### src/rtl/mt_pkg.sv
package mt_pkg;

   typedef enum logic [1:0] {
      MODE_OFF   = 2'b00,
      MODE_EVENT = 2'b01,
      MODE_TIMER = 2'b10,
      MODE_RSVD  = 2'b11
   } mode_e;

   typedef struct packed {
      mode_e      mode;
      logic       spare;
      logic       run;
      logic       fall_edge;
      logic [2:0] shift;
   } ctrl_t;

   localparam logic [1:0] ADDR_CTRL    = 2'd0;
   localparam logic [1:0] ADDR_PRELOAD = 2'd1;
   localparam logic [1:0] ADDR_COUNT   = 2'd2;
   localparam logic [1:0] ADDR_STATUS  = 2'd3;

   localparam logic [1:0] SRC_SYS = 2'b00;
   localparam logic [1:0] SRC_DIV = 2'b01;

endpackage

### src/rtl/mt_edge_sync.sv
module mt_edge_sync #(
   parameter int STAGES = 2
) (
   input  logic clk,
   input  logic rst_n,
   input  logic din,
   input  logic want_fall,
   output logic pulse
);
   localparam int LAST = STAGES;

   if (STAGES < 2) begin : g_bad_stages
      $error("mt_edge_sync: STAGES must be at least 2");
   end

   logic [LAST:0] sh;
   logic          rise, fall;

   for (genvar i = 0; i <= LAST; i++) begin : g_chain
      if (i == 0) begin : g_first
         always_ff @(posedge clk) begin
            if (!rst_n) sh[0] <= 1'b0;
            else        sh[0] <= din;
         end
      end else begin : g_next
         always_ff @(posedge clk) begin
            if (!rst_n) sh[i] <= 1'b0;
            else        sh[i] <= sh[i-1];
         end
      end
   end

   assign rise  = sh[LAST-1] & ~sh[LAST];
   assign fall  = ~sh[LAST-1] & sh[LAST];
   assign pulse = want_fall ? fall : rise;

   assert_single_rise_R5: assert property (@(posedge clk) disable iff (!rst_n)
      rise |=> !rise);
   assert_single_fall_R5: assert property (@(posedge clk) disable iff (!rst_n)
      fall |=> !fall);

endmodule

### src/rtl/mt_prescaler.sv
module mt_prescaler
   import mt_pkg::*;
#(
   parameter int PSC_W   = 8,
   parameter int SHIFT_W = 3,
   parameter int SYS_DIV = 4
) (
   input  logic               clk,
   input  logic               rst_n,
   input  logic               run,
   input  logic [1:0]         src_sel,
   input  logic               slow_fall,
   input  logic [SHIFT_W-1:0] shift,
   output logic               tick
);
   localparam int DIV_W    = (SYS_DIV > 1) ? $clog2(SYS_DIV) : 1;
   localparam int MAX_SHIFT = (1 << SHIFT_W) - 1;

   if (PSC_W < MAX_SHIFT) begin : g_bad_psc
      $error("mt_prescaler: PSC_W too narrow for the shift field");
   end
   if (SYS_DIV < 2 || (SYS_DIV & (SYS_DIV - 1)) != 0) begin : g_bad_div
      $error("mt_prescaler: SYS_DIV must be a power of two of at least 2");
   end

   logic [DIV_W-1:0] div_cnt;
   logic [PSC_W-1:0] psc_cnt;
   logic [PSC_W-1:0] mask;
   logic             src_tick;

   always_ff @(posedge clk) begin
      if (!rst_n || !run)         div_cnt <= '0;
      else if (src_sel == SRC_DIV) div_cnt <= div_cnt + 1'b1;
   end

   always_comb begin
      case (src_sel)
         SRC_SYS: src_tick = 1'b1;
         SRC_DIV: src_tick = (div_cnt == {DIV_W{1'b1}});
         default: src_tick = slow_fall;
      endcase
   end

   always_ff @(posedge clk) begin
      if (!rst_n || !run) psc_cnt <= '0;
      else if (src_tick)  psc_cnt <= psc_cnt + 1'b1;
   end

   assign mask = ~({PSC_W{1'b1}} << shift);
   assign tick = run & src_tick & ((psc_cnt & mask) == mask);

   assert_div_spacing_R4: assert property (@(posedge clk) disable iff (!rst_n)
      (run && src_sel == SRC_DIV && src_tick) |=> !src_tick);

endmodule

### src/rtl/mt_count_core.sv
module mt_count_core #(
   parameter int W = 8
) (
   input  logic         clk,
   input  logic         rst_n,
   input  logic         adv,
   input  logic         ld,
   input  logic [W-1:0] ld_val,
   input  logic [W-1:0] reload_val,
   output logic [W-1:0] count,
   output logic         wrap
);
   if (W < 2) begin : g_bad_w
      $error("mt_count_core: W must be at least 2");
   end

   assign wrap = adv & (count == {W{1'b1}});

   always_ff @(posedge clk) begin
      if (!rst_n)    count <= '0;
      else if (ld)   count <= ld_val;
      else if (wrap) count <= reload_val;
      else if (adv)  count <= count + 1'b1;
   end

   assert_hold_idle_R2: assert property (@(posedge clk) disable iff (!rst_n)
      (!adv && !ld) |=> $stable(count));
   assert_reload_R6: assert property (@(posedge clk) disable iff (!rst_n)
      (adv && !ld && count == {W{1'b1}}) |=> count == $past(reload_val));

endmodule

### src/rtl/multi_timer.sv
module multi_timer
   import mt_pkg::*;
#(
   parameter int CNT_W       = 8,
   parameter int PSC_W       = 8,
   parameter int SYNC_STAGES = 2,
   parameter int SYS_DIV     = 4
) (
   input  logic       clk,
   input  logic       rst_n,
   input  logic [1:0] reg_addr,
   input  logic       reg_wr,
   input  logic [7:0] reg_wdata,
   output logic [7:0] reg_rdata,
   input  logic       ext_pin,
   input  logic       slow_osc,
   output logic       irq
);
   localparam int DATA_W = 8;

   if (CNT_W > DATA_W) begin : g_bad_cnt
      $error("multi_timer: CNT_W must not exceed the data width");
   end

   ctrl_t            ctrl_q;
   logic [CNT_W-1:0] preload_q;
   logic             ie_q;
   logic [1:0]       src_q;
   logic             flag_q;

   logic             wr_ctrl, wr_pre, wr_stat;
   logic             timer_run, psc_tick, ext_pulse, slow_pulse;
   logic             adv, ld, wrap;
   logic [CNT_W-1:0] count;

   assign wr_ctrl = reg_wr && reg_addr == ADDR_CTRL;
   assign wr_pre  = reg_wr && reg_addr == ADDR_PRELOAD;
   assign wr_stat = reg_wr && reg_addr == ADDR_STATUS;

   always_ff @(posedge clk) begin
      if (!rst_n) begin
         ctrl_q    <= '0;
         preload_q <= '0;
         ie_q      <= 1'b0;
         src_q     <= '0;
      end else begin
         if (wr_ctrl) ctrl_q    <= ctrl_t'(reg_wdata);
         if (wr_pre)  preload_q <= reg_wdata[CNT_W-1:0];
         if (wr_stat) begin
            ie_q  <= reg_wdata[1];
            src_q <= reg_wdata[3:2];
         end
      end
   end

   mt_edge_sync #(.STAGES(SYNC_STAGES)) u_ext_sync (
      .clk(clk), .rst_n(rst_n), .din(ext_pin),
      .want_fall(ctrl_q.fall_edge), .pulse(ext_pulse));

   mt_edge_sync #(.STAGES(SYNC_STAGES)) u_slow_sync (
      .clk(clk), .rst_n(rst_n), .din(slow_osc),
      .want_fall(1'b1), .pulse(slow_pulse));

   assign timer_run = ctrl_q.run && ctrl_q.mode == MODE_TIMER;

   mt_prescaler #(.PSC_W(PSC_W), .SHIFT_W(3), .SYS_DIV(SYS_DIV)) u_psc (
      .clk(clk), .rst_n(rst_n), .run(timer_run), .src_sel(src_q),
      .slow_fall(slow_pulse), .shift(ctrl_q.shift), .tick(psc_tick));

   always_comb begin
      case (ctrl_q.mode)
         MODE_TIMER: adv = psc_tick;
         MODE_EVENT: adv = ctrl_q.run & ext_pulse;
         default:    adv = 1'b0;
      endcase
   end

   assign ld = wr_pre && !ctrl_q.run;

   mt_count_core #(.W(CNT_W)) u_core (
      .clk(clk), .rst_n(rst_n), .adv(adv), .ld(ld),
      .ld_val(reg_wdata[CNT_W-1:0]), .reload_val(preload_q),
      .count(count), .wrap(wrap));

   always_ff @(posedge clk) begin
      if (!rst_n)                     flag_q <= 1'b0;
      else if (wrap)                  flag_q <= 1'b1;
      else if (wr_stat && reg_wdata[0]) flag_q <= 1'b0;
   end

   assign irq = flag_q & ie_q;

   always_comb begin
      logic [DATA_W-1:0] cnt_ext;
      logic [DATA_W-1:0] pre_ext;
      cnt_ext = '0;
      pre_ext = '0;
      cnt_ext[CNT_W-1:0] = count;
      pre_ext[CNT_W-1:0] = preload_q;
      case (reg_addr)
         ADDR_CTRL:    reg_rdata = ctrl_q;
         ADDR_PRELOAD: reg_rdata = pre_ext;
         ADDR_COUNT:   reg_rdata = cnt_ext;
         default:      reg_rdata = {4'b0, src_q, ie_q, flag_q};
      endcase
   end

   assert_flag_sticky_R8: assert property (@(posedge clk) disable iff (!rst_n)
      (flag_q && !(wr_stat && reg_wdata[0])) |=> flag_q);
   assert_irq_on_wrap_R9: assert property (@(posedge clk) disable iff (!rst_n)
      (wrap && ie_q && !wr_stat) |=> irq);
   assert_idle_modes_R2: assert property (@(posedge clk) disable iff (!rst_n)
      (ctrl_q.mode == MODE_OFF || ctrl_q.mode == MODE_RSVD) |-> !wrap);

endmodule

### config.mk
export PLATFORM = sky130hd
export DESIGN_NAME = multi_timer
export DESIGN_NICKNAME = d
export VERILOG_FILES = /design/src/rtl/mt_pkg.sv /design/src/rtl/mt_edge_sync.sv /design/src/rtl/mt_prescaler.sv /design/src/rtl/mt_count_core.sv /design/src/rtl/multi_timer.sv
export SDC_FILE = /design/constraint.sdc
export NUM_CORES = 1
export LEC_CHECK = 0
export ABC_AREA = 1
export BUFFER_PORTS_ARGS = -buffer_cell sky130_fd_sc_hd__buf_2
export CAP_MARGIN = 0
export CORE_UTILIZATION = 35
export CTS_CLUSTER_SIZE = 10
export DETAILED_ROUTE_END_ITERATION = 8
export PLACE_DENSITY = 0.6
export SLEW_MARGIN = 30
export SYNTH_ARGS = -nofsm -noshare
export SYNTH_HDL_FRONTEND = slang
export SYNTH_HIERARCHICAL = 1
export SYNTH_SLANG_ARGS = --single-unit
### constraint.sdc
create_clock -name clk -period 2.15 [get_ports clk]
set_input_delay 0.3225 -clock clk [delete_from_list [all_inputs] [get_ports clk]]
set_output_delay 0.3225 -clock clk [all_outputs]
set_load 0.03 [all_outputs]
After elaboration in Yosys (flattened, before gate mapping)
Index checks and enable logic that the tools add are counted.
{"block": "totals", "regBits": 44, "inputBits": 15, "output_inout_bits": 9, "wordCells": 67}
{"block": "op_classes", "add_sub_neg": 3, "eq_ne": 9, "shifts": 1, "n_mux": 9, "bitwise": 13, "n_reduce_logical": 14}
{"operator": "$mux 8", "count": 3}
{"operator": "$pmux 8 s3", "count": 1}
{"operator": "$add 8x1->8 const B", "count": 2}
{"operator": "$and 1x1->1", "count": 8}
{"operator": "$and 8x8->8", "count": 1}
{"operator": "$eq 2x2->1 const B", "count": 4}
{"operator": "$eq 8x8->1", "count": 1}
{"operator": "$eq 8x8->1 const B", "count": 1}
{"operator": "$not 8->8", "count": 1}
{"operator": "$shl 8x3->8 const A", "count": 1}
{"operator": "$eq 2x1->1 const B", "count": 3}
{"operator": "$logic_and 1x1->1", "count": 6}
{"operator": "$logic_not 2->1", "count": 2}
{"operator": "$pmux 1 s2", "count": 2}
{"operator": "$logic_not 1->1", "count": 3}
{"operator": "$mux 1", "count": 3}
{"operator": "$not 1->1", "count": 3}
{"operator": "$reduce_bool 3->1", "count": 1}
{"operator": "$add 2x1->2 const B", "count": 1}
{"operator": "$reduce_bool 2->1", "count": 1}
{"operator": "$logic_or 1x1->1", "count": 1}

Depth between registers and ports, before layout
Gate-level depths: netlist of run 1.
{"block": "depth", "depth_word": 9, "mapped_depth": 16, "ltp_nobuf": 16}

Hierarchy
The synthesis of run 1 kept the hierarchy.
{"mod": "multi_timer", "instances": 1, "cells_each": 147, "area_per_inst_um2": 985.9, "seq_area_each_um2": 400.4}
{"mod": "mt_count_core", "instances": 1, "cells_each": 93, "area_per_inst_um2": 634.4, "seq_area_each_um2": 160.2}
{"mod": "mt_prescaler", "instances": 1, "cells_each": 85, "area_per_inst_um2": 548.0, "seq_area_each_um2": 180.2}
{"mod": "mt_edge_sync", "instances": 2, "cells_each": 15, "area_per_inst_um2": 107.6, "seq_area_each_um2": 60.1}

Least setup slack after synthesis of run 1
Ideal clock, no wire load.
{"block": "synth_path", "path_type": "register to register", "startpoint": "reg ctrl_q[6] in the netlist's numbering", "endpoint": "reg u_core.count[5]", "setup_ps": 123, "t_arrival_ps": 1820, "required_time_ps": 2027, "setup_slack_ps": 207, "path_stages_with_launch": 17, "path_buffers": 0, "synth_period_minus_slack_ps": 1943, "cell_sequence": "dfxtp_1 > inv_1 > ha_1 > nand2_1 > inv_1 > a21boi_0 > nand3_1 > a21oi_1 > nand2_1 > a21oi_1 > inv_1 > nor2_4 > nand3_1 > nand2_1 > inv_1 > nand2_1 > a21oi_1"}
{"block": "synth_via", "elab_chain_cells": 8, "word_cells_on_any_way": 10, "cone_classes": "2 x eq/ne; 3 x mux; 3 x bitwise; 2 x reduce/logical"}
{"item": "start: declaration", "line_no": "multi_timer.sv:25", "text": "ctrl_t ctrl_q;"}
{"item": "start signal: assignment", "line_no": "multi_timer.sv:47", "text": "if (wr_ctrl) ctrl_q <= ctrl_t'(reg_wdata);"}
{"item": "$eq 2x2->1 (*)", "line_no": "multi_timer.sv:64", "text": "assign timer_run = ctrl_q.run && ctrl_q.mode == MODE_TIMER;"}
{"item": "$logic_and 1x1->1 (*)", "line_no": "multi_timer.sv:64"}
{"item": "named net timer_run", "line_no": "multi_timer.sv:32", "text": "logic timer_run, psc_tick, ext_pulse, slow_pulse;"}
{"item": "$and 1x1->1 (*) (2 in series)", "line_no": "mt_prescaler.sv:50", "text": "assign tick = run & src_tick & ((psc_cnt & mask) == mask);"}
{"item": "named net psc_tick", "line_no": "multi_timer.sv:32"}
{"item": "$pmux 1 s2 (*)", "line_no": "multi_timer.sv:71", "text": "case (ctrl_q.mode)"}
{"item": "named net adv", "line_no": "multi_timer.sv:33", "text": "logic adv, ld, wrap;"}
{"item": "$and 1x1->1", "line_no": "mt_count_core.sv:17", "text": "assign wrap = adv & (count == {W{1'b1}});"}
{"item": "$mux 8", "line_no": "mt_count_core.sv:22", "text": "else if (wrap) count <= reload_val;"}
{"item": "$mux 8", "line_no": "mt_count_core.sv:21", "text": "else if (ld) count <= ld_val;"}
{"item": "end signal: assignment", "line_no": "mt_count_core.sv:21"}
{"item": "end signal: assignment", "line_no": "mt_count_core.sv:22"}
{"item": "end signal: assignment", "line_no": "mt_count_core.sv:23", "text": "else if (adv) count <= count + 1'b1;"}
{"item": "end: declaration", "line_no": "mt_count_core.sv:10", "text": "output logic [W-1:0] count,"}
The timed path passes the listed nets; every way through them passes the cells marked *.
A chain may end at the register's enable or synchronous reset.

Worst setup path after layout of run 1
{"block": "layout_path", "startpoint": "reg ctrl_q[6] in the netlist's numbering", "endpoint": "reg u_core.count[4]"}
The elaborated chain is that of the path after synthesis.

==> results of run 1 <==
[power by group through the flow]
stage / registers, uW / clock network, uW / logic, uW
3_5_place_dp: 866 / 0 / 168
5_1_grt: 852 / 713 / 194
3_3_place_gp: 865 / 0 / 168
6_report: 847 / 656 / 174
4_1_cts: 847 / 679 / 169
2_1_floorplan: 858 / 0 / 111
[layer usage]
layer | wire [um] | track usage (%) | vias up | share of wire, %
met1 | 2920 | 23.7 | 1056 | 51
met4 | 53 | 5.39 | 0 | 0.93
li1 | - | - | 1210 | -
met5 | 0 | 0 | - | 0
met2 | 2480 | 26.4 | 55 | 43
met3 | 266 | 3.54 | 4 | 4.7
[flip-flops by register name (all words and copies together), names as in the netlist]
signal,cells
ctrl_q,8
flag_q,1
ie_q,1
preload_q,8
src_q,2
u_core/count,8
u_ext_sync/sh,3
u_psc/div_cnt,2
u_psc/psc_cnt,7
u_slow_sync/sh,3
[final cells by class]
class                      count  area, um^2
fill                         687        3680
multi-input combinational    258        1340
sequential                    43         863
inverter                      52         196
timing repair buffer          29         164
tap                           77        96.3
clock buffer                   6        82.6
clock inverter                 2        35.0
[worst paths after layout]
kind                                         end  cells past startpoint        startpoint
worst max-delay path             u_core/count[4]                     15         ctrl_q[6]
worst min register to register  u_ext_sync/sh[1]                      2  u_ext_sync/sh[0]
worst min-delay path            u_ext_sync/sh[0]                      3           ext_pin
worst max register to register   u_core/count[4]                     15         ctrl_q[6]
[timing repair]
item,in CTS,in global routing
setup buffers,0,1
pin swaps,1,8
gates cloned,1,0
resized for setup,0,17
setup endpoints to repair,2,9
[cells by family after synthesis]
family                   share of synthesized area (%)
flip-flops                                        36.1
other                                            0.157
adder cells (fa/ha/maj)                           2.62
AND/OR/NAND/NOR                                   39.3
AO/OA/AOI/OAI                                     12.3
buffers and inverters                             9.50
[synthesized netlist by cell type]
cell,instances,area share (%)
nand2_4,3,1.4
nand3_2,4,1.7
o21ai_1,1,0.21
nand2_2,2,0.52
nand4_1,7,1.8
inv_1,48,7.6
o21ai_0,19,4.0
ha_1,5,2.6
nand3_1,33,6.9
nand2_1,90,14
nand3b_1,6,1.9
dfxtp_1,43,36
a21boi_0,1,0.32
a21oi_1,22,4.6
or2_2,1,0.26
conb_1,1,0.16
a21oi_2,1,0.37
inv_2,2,0.32
nor2_2,2,0.52
clkinv_2,1,0.21
a22oi_1,8,2.5
nor2_8,2,1.7
buf_6,1,0.47
clkbuf_1,1,0.16
clkinv_1,1,0.16
o21bai_1,1,0.32
nor2_1,44,6.9
buf_4,2,0.63
nor2_4,3,1.4
[placed cells by master, fill, tap and decap left out, types with 5 or more instances in the layout]
cell type,synthesis,layout
dfxtp_1,43,41
nand2_2,2,5
a22oi_1,8,8
buf_4,2,5
nor2_1,44,44
nand3_2,4,5
a21oi_2,1,5
buf_2,0,23
nand3_1,33,32
clkbuf_8,0,6
nand3b_1,6,6
nand4_1,7,7
nand2_1,90,87
a21oi_1,22,18
inv_2,2,5
o21ai_0,19,19
inv_1,48,45
[worst max-delay path: stages, from the launching register on]
cell      delay [ps]
dfxtp_2          350
inv_2             50
ha_2             180
nand2_2           50
inv_2             60
a21boi_2         150
nand3_1           70
a21oi_1          120
nand2_1           80
a21oi_2          160
inv_2             90
nor2_4           200
nand2_4          110
nand2_1           90
nand3_1           60
a21oi_1          140
[metrics by stage]
step | utilization, % | instances
4_1_cts | 42.3 | 466
3_5_place_dp | 40.4 | 457
3_3_place_gp | 40.4 | 457
5_1_grt | 43.0 | 467
6_report | 43.0 | 467
2_1_floorplan | - | 356
==> flow_summary.ini, run 1 <==
[outcome]
status = finished with violations
violations = design-rule violations

[timing]
finalCriticalPeriod_ps = 2010
tightest_slew_ps = 557
setup_viol = 0
postLayoutSetupSlackWorst_ps = 136
slew_headroom_pct = 62.7
period_share_pct = 93.7
setup_tns_ps = 0
max_freq_mhz = 497
report.final.slew_viol_count = 0
hold_viol = 0
whs_ps = 200
finClkSkew_ps = 8.47

[power]
p_comb_share_pct = 10.4
p_clk_share_pct = 39.1
power_switching_uw = 421
p_int_uw = 1260
seqPwrFrac_pct = 50.5
leakage_uw = 0.00125
cellPowerDensity_nw_per_um2 = 604
swShare_pct = 25.1
peakVddDrop_v = 0.000391
p_total_uw = 1680

[clock_network]
worst_skew_pair.late_latency_ps = 290
cts_buffers = 5
cts_tree = done
clk_root_buffer_cell = clkbuf_8
cts.sinks = 43
ctsHoldBuffers = 0
path_clk_slew_ps = 80
h-tree-depth = 2
clk_path_buf_depth = 2

[grt]
grt_pass1_wl_um = 9750
grt_max_degree = 21
grt_overflow = 0
antenna_found_initial = 0
grtUsageTotal_pct = 17.1
grt_pass1_vias = 2092

[finish]
antenna_cells = 0
postLayoutCellArea_um2 = 2780
drive_above_1_share_pct = 19.0
area_growth_pct = 16.5
nets = 409

[routing]
dr.pass1.iters = 7
drtIter0Drc = 120
vias_per_cell = 4.98
postRouteAntennaNets = 0
vias = 2325
post-route-drc-count = 2
routed_wl_um = 5720
wl_per_cell_um = 12.2

[floorplanning]
chipWidth_um = 84.5
ioPinCount = 24
die_y_um = 84.5
die-area_um2 = 7140
core_area_um2 = 6460
initial_core_util_pct = 36.9
fp-row-count = 29

[yosys]
ys_ff_latch = 43
syn_area_um2 = 2380
yosys_warnings = 6
synth_seq_area_share_pct = 36.1
synth_cells = 355
syn-mean-instance-area_um2 = 6.71
ys_types = 29

[setup_path]
critPathCaptureType = flip-flop
setup.worst_path.start_class = flip-flop
r2r_slack_ps = 140
crit_type = flip-flop to flip-flop
crit_arrival_ps = 2240
path_max_fanout = 7
worstPathRequired_ps = 2370

[placement]
pre_cts_ws_ps = 2.77
port_buffers = 23
dp_hpwl_um = 4310
placed_area_um2 = 2610
routabilityCongestion = 0.801

[flow_run]
cap_violations = 0

[worst_hold_path]
hold_path.class = primary input to flip-flop
No activity file was read; power rests on OpenSTA's default activity.
==> inputs of run 2 (changes only) <==
--- a/config.mk
+++ b/config.mk
@@ -11,7 +11,7 @@
 export CORE_UTILIZATION = 35
 export CTS_CLUSTER_SIZE = 10
 export DETAILED_ROUTE_END_ITERATION = 8
-export PLACE_DENSITY = 0.6
+export PLACE_DENSITY = 0.62
 export SLEW_MARGIN = 30
 export SYNTH_ARGS = -nofsm -noshare
 export SYNTH_HDL_FRONTEND = slang
==> constraint.sdc (replaced) <==
create_clock -name clk -period 1.85 [get_ports clk]
set_input_delay 0.2775 -clock clk [delete_from_list [all_inputs] [get_ports clk]]
set_output_delay 0.2775 -clock clk [all_outputs]
set_load 0.03 [all_outputs]
==> run 2 against run 1 <==
The run ends with design-rule violations, negative setup slack left. Sequential cell count stayed put. Non-clock buffer count is 10 higher. Clock skew is 3.9 ps lower. Fmax is 2.8% higher. Global-route usage is 2.4 points higher. Power is 5.9% higher. Critical path type unchanged. Critical endpoint is now u_core/count[3].
==> flow_summary.ini, run 2 (synthesis gave the netlist of run 1 again) <==
[floorplanning]
fp-row-count = 29
core_area_um2 = 6460
chipWidth_um = 84.5
initial_core_util_pct = 36.9
die_y_um = 84.5
ioPinCount = 24
die-area_um2 = 7140

[finish]
antenna_cells = 0
fin_cells = 475
drive_above_1_share_pct = 22.1
layout_commonest_cell = nand2_1
final_cell_mix = nand2_1 (87), inv_1 (45), nor2_1 (43)
nets = 419
area_growth_pct = 19.2
postLayoutCellArea_um2 = 2840
utilization_pct = 44.0
largestRegisters = ctrl_q: 8 flops, preload_q: 8 flops, u_core/count: 8 flops

[placement]
pre_cts_ws_ps = -235
placed_area_um2 = 2690
port_buffers = 23
dp_hpwl_um = 4810
routabilityCongestion = 0.896
dp_cells = 468

[routing]
post-route-drc-count = 4
vias = 2404
dr.pass1.iters = 6
routed_wl_um = 6360
wl_per_cell_um = 13.4
drtIter0Drc = 153
postRouteAntennaNets = 0
vias_per_cell = 5.06

[timing]
finClkSkew_ps = 4.57
postLayoutSetupSlackWorst_ps = -109
hold_viol = 0
report.final.slew_viol_count = 0
max_freq_mhz = 511
rsz0062_at_grt = yes
period_share_pct = 106
finalCriticalPeriod_ps = 1960
setup_tns_ps = -838
setup_viol = 9

[clock_network]
ctsHoldBuffers = 0
clk_root_buffer_cell = clkbuf_8
cts_tree = done
h-tree-depth = 2
cts.sinks = 43
clk_path_buf_depth = 2
cts_buffers = 5
path_clk_slew_ps = 80
worst_skew_pair.late_latency_ps = 290

[power]
cellPowerDensity_nw_per_um2 = 625
peakVddDrop_v = 0.000341
leakage_uw = 0.00127

[grt]
grt_max_degree = 17
grt_pass1_vias = 2372
antenna_found_initial = 0
grt_overflow = 0
grt_pass1_wl_um = 11100
grtUsageTotal_pct = 19.4

[worst_hold_path]
hold_path.class = primary input to flip-flop

[outcome]
status = finished with violations
violations = design-rule violations, negative setup slack

[setup_path]
crit_arrival_ps = 2190
cp_num_buf_inv = 3
crit_type = flip-flop to flip-flop
cp_slowest_stage_delay_ps = 330
critPathCaptureType = flip-flop
cp_slowest_cell = dfxtp_2
worstPathRequired_ps = 2080
setup.worst_path.start_class = flip-flop
path_max_fanout = 7
worstPathCellList = inv_2 -> ha_4 -> nand2_2 -> inv_2 -> a21boi_2 -> nand3_2 -> a21oi_2 -> nand2_1 -> a21oi_2 -> inv_2 -> nor2_4 -> nand2_4 -> nand2_2 -> nand3_2 -> a21oi_2
cp_top_family = simple AND/OR/NAND/NOR gates

[flow_run]
cap_violations = 0
## run 2: changes by cell type in the layout (fill, tap and decap cells not counted)
cell        change
a21oi_1         -3
a21oi_2         +3
buf_4          +11
buf_6           -1
bufinv_16       -1
clkbuf_8        -1
clkinv_2        -1
clkinvlp_4      +1
ha_2            -1
ha_4            +1
nand3_1         -2
nand3_2         +2
nor2_1          -1
nor2_2          +1
## run 2: final cells by class
class | count | area (um^2)
tap | 77 | 96.3
multi-input combinational | 258 | 1370
timing repair buffer | 39 | 235
fill | 678 | 3620
clock inverter | 1 | 7.51
inverter | 52 | 196
sequential | 43 | 863
clock buffer | 5 | 68.8
## run 2: where the power goes
part,internal [uW],switching [uW],total (uW)
clock,251,318,569
sequential,955,29.0,984
combinational,78.4,145,224
## run 2: final timing paths
check	startpoint	end	slack, ps	cells after the start
worst min register to register	u_ext_sync/sh[0]	u_ext_sync/sh[1]	420	2
worst max-delay path	ctrl_q[6]	u_core/count[3]	-110	15
worst min-delay path	ext_pin	u_ext_sync/sh[0]	160	3
worst max register to register	ctrl_q[6]	u_core/count[3]	-110	15
## run 2: stage by stage
| step | hold WS, ps | power [uW] |
|---|---|---|
| floorplan | 371 | 1130 |
| global placement | 396 | 1220 |
| detailed placement | 395 | 1220 |
| CTS | 151 | 1790 |
| global route | 159 | 1870 |
| finish | 157 | 1780 |
## run 2: metal layers
layer	vias to the layer above	wire [um]	global-route usage (%)
li1	1227	-	-
met1	1082	2980	25.5
met2	85	2850	31.6
met3	10	413	4.13
met4	0	107	6.78
met5	-	0	0
## run 2: repair_timing
item                       4_1_cts  5_1_grt
pin swaps                        9        8
gates cloned                     1        0
setup endpoints to repair        9        9
buffers inserted                 0        0
resized for setup               13        8
hold endpoints to repair         0        0
## run 2: worst min-delay path, cell delays in order
cell and delay (ps):
buf_2 80, nand2_1 40, inv_1 40
